--- config.mk ---
export PLATFORM = sky130hd
export DESIGN_NAME = pfail_guard
export DESIGN_NICKNAME = d
export VERILOG_FILES = /design/src/rtl/pfail_pkg.sv /design/src/rtl/pfail_sync.sv /design/src/rtl/pfail_tmr.sv /design/src/rtl/pfail_fsm.sv /design/src/rtl/pfail_gate.sv /design/src/rtl/pfail_arm.sv /design/src/rtl/pfail_guard.sv
export SDC_FILE = /design/constraint.sdc
export NUM_CORES = 1
export LEC_CHECK = 0
export BUFFER_PORTS_ARGS = -buffer_cell sky130_fd_sc_hd__buf_4
export CAP_MARGIN = 20
export CORE_MARGIN = 5
export CORE_UTILIZATION = 50
export DETAILED_ROUTE_END_ITERATION = 7
export GPL_ROUTABILITY_DRIVEN = 0
export GPL_TIMING_DRIVEN = 0
export PLACE_DENSITY = 0.72
export RECOVER_POWER = 50
export SLEW_MARGIN = 10
export SYNTH_ARGS = -nofsm -noshare
export SYNTH_HDL_FRONTEND = slang
export SYNTH_HIERARCHICAL = 1
export SYNTH_SLANG_ARGS = --single-unit
--- constraint.sdc ---
create_clock -name clk -period 2.62 [get_ports clk]
set_clock_uncertainty 0.1 [all_clocks]
set_input_delay 0.262 -clock clk [delete_from_list [all_inputs] [get_ports clk]]
set_output_delay 0.262 -clock clk [all_outputs]
set_load 0.01 [all_outputs]
--- src/rtl/pfail_pkg.sv ---
package pfail_pkg;

    typedef enum logic [1:0] {
        ST_LOCK    = 2'd0,
        ST_RECOVER = 2'd1,
        ST_RUN     = 2'd2,
        ST_GRACE   = 2'd3
    } pf_state_t;

endpackage

--- src/rtl/pfail_sync.sv ---
module pfail_sync #(
    parameter int STAGES  = 2,
    parameter bit RST_VAL = 1'b1
) (
    input  logic clk,
    input  logic rst_n,
    input  logic d,
    output logic q
);

    logic [STAGES-1:0] chain;

    generate
        for (genvar i = 0; i < STAGES; i++) begin : g_stage
            if (i == 0) begin : g_first
                always_ff @(posedge clk or negedge rst_n) begin
                    if (!rst_n) chain[0] <= RST_VAL;
                    else        chain[0] <= d;
                end
            end else begin : g_next
                always_ff @(posedge clk or negedge rst_n) begin
                    if (!rst_n) chain[i] <= RST_VAL;
                    else        chain[i] <= chain[i-1];
                end
            end
        end
    endgenerate

    assign q = chain[STAGES-1];

endmodule

--- src/rtl/pfail_tmr.sv ---
module pfail_tmr #(
    parameter int CW = 8
) (
    input  logic          clk,
    input  logic          rst_n,
    input  logic          clr,
    input  logic          en,
    input  logic [CW-1:0] lim,
    output logic          done
);

    logic [CW-1:0] cnt;

    always_ff @(posedge clk or negedge rst_n) begin
        if (!rst_n)   cnt <= '0;
        else if (clr) cnt <= '0;
        else if (en)  cnt <= cnt + 1'b1;
    end

    assign done = (cnt == lim);

endmodule

--- src/rtl/pfail_fsm.sv ---
module pfail_fsm
    import pfail_pkg::*;
(
    input  logic      clk,
    input  logic      rst_n,
    input  logic      pf_s,
    input  logic      ce_n,
    input  logic      we_n,
    input  logic      arr_busy,
    input  logic      tmr_done,
    output pf_state_t state,
    output logic      grace_wr,
    output logic      tmr_clr,
    output logic      tmr_en,
    output logic      ready
);

    pf_state_t nxt;
    logic      gwr_nxt;
    logic      host_wr;
    logic      in_flight;

    assign host_wr   = ~ce_n & ~we_n;
    assign in_flight = (grace_wr & host_wr) | arr_busy;

    // state register
    always_ff @(posedge clk or negedge rst_n) begin
        if (!rst_n) begin
            state    <= ST_LOCK;
            grace_wr <= 1'b0;
        end else begin
            state    <= nxt;
            grace_wr <= gwr_nxt;
        end
    end

    // next state
    always_comb begin
        nxt     = state;
        gwr_nxt = grace_wr;
        unique case (state)
            ST_LOCK: begin
                if (!pf_s) nxt = ST_RECOVER;
            end
            ST_RECOVER: begin
                if (pf_s)          nxt = ST_LOCK;
                else if (tmr_done) nxt = ST_RUN;
            end
            ST_RUN: begin
                if (pf_s) begin
                    if (host_wr || arr_busy) begin
                        nxt     = ST_GRACE;
                        gwr_nxt = host_wr;
                    end else begin
                        nxt = ST_LOCK;
                    end
                end
            end
            ST_GRACE: begin
                gwr_nxt = grace_wr & host_wr;
                if (!in_flight || tmr_done) nxt = ST_LOCK;
            end
            default: nxt = ST_LOCK;
        endcase
        if (nxt != ST_GRACE) gwr_nxt = 1'b0;
    end

    // outputs
    always_comb begin
        tmr_clr = (nxt != state);
        tmr_en  = (state == ST_RECOVER) || (state == ST_GRACE);
        ready   = (state == ST_RUN);
    end

endmodule

--- src/rtl/pfail_gate.sv ---
module pfail_gate
    import pfail_pkg::*;
(
    input  pf_state_t state,
    input  logic      grace_wr,
    input  logic      ce_n,
    input  logic      we_n,
    input  logic      oe_n,
    output logic      arr_ce_n,
    output logic      arr_we_n,
    output logic      dq_oe
);

    logic run;
    logic finish_wr;

    always_comb begin
        run       = (state == ST_RUN);
        finish_wr = (state == ST_GRACE) & grace_wr & ~ce_n & ~we_n;
        arr_we_n  = ~((run & ~ce_n & ~we_n) | finish_wr);
        arr_ce_n  = ~((run & ~ce_n) | finish_wr);
        dq_oe     = run & ~ce_n & ~oe_n & we_n;
    end

endmodule

--- src/rtl/pfail_arm.sv ---
module pfail_arm (
    input  logic clk,
    input  logic rst_n,
    input  logic pf_s,
    input  logic vlow_s,
    output logic armed,
    output logic bkup_sel
);

    always_ff @(posedge clk or negedge rst_n) begin
        if (!rst_n)     armed <= 1'b0;
        else if (!pf_s) armed <= 1'b1;
    end

    assign bkup_sel = armed & vlow_s;

endmodule

--- src/rtl/pfail_guard.sv ---
module pfail_guard
    import pfail_pkg::*;
#(
    parameter bit TOL10       = 1'b0,
    parameter int SYNC_STAGES = 2,
    parameter int REC_CYC     = 64,
    parameter int WPT_CYC     = 16
) (
    input  logic clk,
    input  logic rst_n,
    input  logic pf_tight,
    input  logic pf_loose,
    input  logic vlow,
    input  logic ce_n,
    input  logic we_n,
    input  logic oe_n,
    input  logic arr_busy,
    output logic arr_ce_n,
    output logic arr_we_n,
    output logic dq_oe,
    output logic bkup_sel,
    output logic ready
);

    localparam int MAXC = (REC_CYC > WPT_CYC) ? REC_CYC : WPT_CYC;
    localparam int CW   = $clog2(MAXC + 1);
    localparam logic [CW-1:0] REC_LIM = CW'(REC_CYC - 1);
    localparam logic [CW-1:0] WPT_LIM = CW'(WPT_CYC - 1);

    logic          pf_raw;
    logic          pf_s;
    logic          vlow_s;
    logic          armed;
    pf_state_t     st;
    logic          grace_wr;
    logic          tmr_clr;
    logic          tmr_en;
    logic          tmr_done;
    logic [CW-1:0] tmr_lim;

    assign pf_raw  = TOL10 ? pf_loose : pf_tight;
    assign tmr_lim = (st == ST_RECOVER) ? REC_LIM : WPT_LIM;

    pfail_sync #(.STAGES(SYNC_STAGES), .RST_VAL(1'b1)) u_pf_sync (
        .clk(clk), .rst_n(rst_n), .d(pf_raw), .q(pf_s)
    );

    pfail_sync #(.STAGES(SYNC_STAGES), .RST_VAL(1'b1)) u_vl_sync (
        .clk(clk), .rst_n(rst_n), .d(vlow), .q(vlow_s)
    );

    pfail_tmr #(.CW(CW)) u_tmr (
        .clk(clk), .rst_n(rst_n), .clr(tmr_clr), .en(tmr_en),
        .lim(tmr_lim), .done(tmr_done)
    );

    pfail_fsm u_fsm (
        .clk(clk), .rst_n(rst_n), .pf_s(pf_s), .ce_n(ce_n), .we_n(we_n),
        .arr_busy(arr_busy), .tmr_done(tmr_done), .state(st),
        .grace_wr(grace_wr), .tmr_clr(tmr_clr), .tmr_en(tmr_en),
        .ready(ready)
    );

    pfail_gate u_gate (
        .state(st), .grace_wr(grace_wr), .ce_n(ce_n), .we_n(we_n),
        .oe_n(oe_n), .arr_ce_n(arr_ce_n), .arr_we_n(arr_we_n),
        .dq_oe(dq_oe)
    );

    pfail_arm u_arm (
        .clk(clk), .rst_n(rst_n), .pf_s(pf_s), .vlow_s(vlow_s),
        .armed(armed), .bkup_sel(bkup_sel)
    );

endmodule

==> flow_metrics.tcl <==
set metrics [dict create \
    power_density_nw_per_um2 428 \
    worstPathArrival_ns 2.34 \
    crit_type "reg -> reg" \
    cts_tree "built" \
    slew_headroom_pct 48.1 \
    r2r-end "u_tmr/cnt[2]$_DFFE_PN0P_" \
    leakage_nw 0.455 \
    required_ns 2.67 \
    first_pass_iters 4 \
    ioPinCount 14 \
    antenna_left 0 \
    tightestPinTransition_ns 0.779 \
    synth_ff_type "dfrtp_1" \
    grt_overflow 0 \
    grt_antenna_before_repair 0 \
    r2r_slack_ns 0.33 \
    min_to "u_fsm/grace_wr$_DFFE_PN0P_" \
    fin_nets 122 \
    htree_levels 1 \
    rsz0062_at_grt "false" \
    hold_depth 3 \
    outcome "complete, no violations" \
    grt_max_degree 16 \
    drcViolationCount 0 \
    postSynthCellCount 89 \
    ir_worst_vdd_mv 0.347 \
    end_kind "register" \
    port_buffers 12 \
    fmax_mhz 437 \
    core_um2 1560 \
    die_h_um 51.2 \
    yosysWarnings 6 \
    synth-async-reset-ratio_pct 100 \
    route.vias.total 698 \
    rr_worst_depth 7 \
    synth_top_area_cell "dfrtp_1" \
    clock_latency_ns 0.28 \
    drive_gt1_share_pct 25.2 \
    clk_pin_slew_ns 0.09 \
    wl_per_cell_um 12.9 \
    antenna_cells 0 \
    die_w_um 51.2 \
    hold_viol 0 \
    postSynthAreaPerCell_um2 9.52 \
    synth_edf_count 0 \
    hpwlAfterDp_mm 1.18 \
    r2r_start "u_fsm/state[0]$_DFF_PN0_" \
    post_synth_num_cell_types 30 \
    numCtsBuffers 3 \
    grt_use_total_pct 14.0 \
    final_core_util_pct 66.3 \
    hold_slack_ns 0.169 \
    dieArea_um2 2620 \
    syn_to_final_growth_pct 22.0 \
    ys_seq_elements 15 \
    finalCriticalPeriod_ns 2.29 \
    critPathMaxFanout 7 \
    setup-violations-final 0 \
    hold_start "ce_n" \
    start_util_pct 54.3 \
    grt_pass1_wl_mm 2.74 \
    clockBufferDepth 2 \
    period_share_pct 87.4 \
    clock_sink_count 15 \
    min_path_type "in -> reg" \
    synth.area.top_cells "dfrtp_1, dfstp_2, xor2_1" \
    cap_violations 0 \
    start_kind "register" \
    clockRootBuffer "clkbuf_4" \
    drtIter0Drc 27 \
    synth_top_area_share_pct 32.5 \
    fp-row-count 14 \
    final_max_slew_viol_count 0 \
    routed_wl_mm 1.63 \
    yosysSeqAreaShare_pct 44.9 \
    synth.cell_area_um2 847 \
    grt_pass1_vias 678 \
    vias_per_cell 5.50 \
]
[layer usage]
metal	track usage [%]	routed length, µm	up-vias	part of all wire, %
met5	0	0	-	0
met4	8.52	14	0	0.86
met3	2.62	104	2	6.4
met2	23.6	798	26	49
met1	16.3	714	333	44
li1	-	-	337	-
[logic make-up (layout without fill, tap and decap cells)]
group / count (synthesis) / in the layout / share of synthesized area, %
AO/OA/AOI/OAI: 17 / 17 / 12.1
buffers and inverters: 6 / 25 / 3.54
other: 2 / 5 / 0.887
XOR/XNOR: 11 / 11 / 11.4
adder cells (fa/ha/maj): 1 / 1 / 1.48
multiplexers: 1 / 1 / 1.18
flip-flops: 15 / 15 / 44.9
AND/OR/NAND/NOR: 36 / 36 / 24.5
[metrics by stage]
| step | TNS, ns | power, mW | instances | setup WS, ns | instance area (µm²) |
|---|---|---|---|---|---|
| 2_1_floorplan | 0 | 0.289 | 92 | 0.425 | 858 |
| 3_3_place_gp | -0.165 | 0.310 | 120 | -0.0389 | 968 |
| 3_5_place_dp | -0.654 | 0.312 | 120 | -0.113 | 968 |
| 4_1_cts | 0 | 0.451 | 127 | 0.131 | 1030 |
| 5_1_grt | 0 | 0.469 | 127 | 0.188 | 1030 |
| 6_report | 0 | 0.443 | 127 | 0.329 | 1030 |
[sequential cells by signal (all words and copies together), names as in the netlist]
name and cells:
u_tmr/cnt 7, u_fsm/state 2, u_arm/armed 1, u_fsm/grace_wr 1, u_pf_sync/chain 1, u_pf_sync/q 1, u_vl_sync/chain 1, u_vl_sync/q 1
[area by class of cell]
class | count | area (µm²)
Timing Repair Buffer | 15 | 116
Clock buffer | 3 | 22.5
Clock inverter | 1 | 5.00
Fill cell | 134 | 526
Inverter | 3 | 11.3
Tap cell | 16 | 20.0
Buffer | 3 | 18.8
Multi-Input combinational cell | 71 | 459
Sequential cell | 15 | 380
[critical path, cell delays in order (launching register included)]
cell      delay, ns
dfrtp_1        0.44
nor2b_4        0.16
xor2_1         0.15
nor4_2         0.44
nand2b_1       0.19
nor3_1         0.08
o31ai_2        0.49
nor2_1         0.10
[repair_timing]
item,4_1_cts,5_1_grt
gates resized for setup,1,1
setup endpoints to repair,7,1
gates cloned,0,0
hold buffers,3,0
hold endpoints to repair,17,0
setup buffers,0,0
[cells in the mapped netlist, types with 2 or more instances]
| cell type | count |
|---|---|
| nand2_1 | 6 |
| xnor2_1 | 5 |
| or3_1 | 2 |
| nor2_1 | 12 |
| nor2b_4 | 2 |
| dfrtp_1 | 11 |
| conb_1 | 2 |
| buf_4 | 2 |
| a21oi_1 | 7 |
| o21ai_0 | 4 |
| nand2b_1 | 3 |
| inv_1 | 3 |
| dfstp_2 | 4 |
| xor2_1 | 6 |
| nand3_1 | 2 |
| nand4_1 | 4 |
[how the worst max path moves through the flow]
stage / depth (start not counted) / from / to
final: 7 / u_fsm/state[0]$_DFF_PN0_ / u_tmr/cnt[2]$_DFFE_PN0P_
after CTS: 7 / u_fsm/state[0]$_DFF_PN0_ / u_tmr/cnt[2]$_DFFE_PN0P_
after detailed placement: 7 / u_fsm/state[0]$_DFF_PN0_ / u_tmr/cnt[2]$_DFFE_PN0P_
after global routing: 7 / u_fsm/state[0]$_DFF_PN0_ / u_tmr/cnt[2]$_DFFE_PN0P_
after global placement: 7 / u_fsm/state[0]$_DFF_PN0_ / u_tmr/cnt[0]$_DFFE_PN0P_
after floorplan: 7 / u_fsm/state[0]$_DFF_PN0_ / u_tmr/cnt[0]$_DFFE_PN0P_
[placed cells by master (no fill, tap or decap), types with 4 or more instances in the layout]
master   count
conb_1       5
xor2_1       6
nor2_1      12
buf_4       13
o21ai_0      4
a21oi_1      7
nand4_1      4
dfrtp_1     11
nand2_1      6
dfstp_2      4
xnor2_1      5
[power breakdown]
group          switching, mW  internal [mW]  total, mW
Sequential           0.00804          0.241      0.249
Combinational         0.0313         0.0318     0.0631
Clock                 0.0737         0.0566      0.130
No activity file was read; power rests on OpenSTA's default activity.
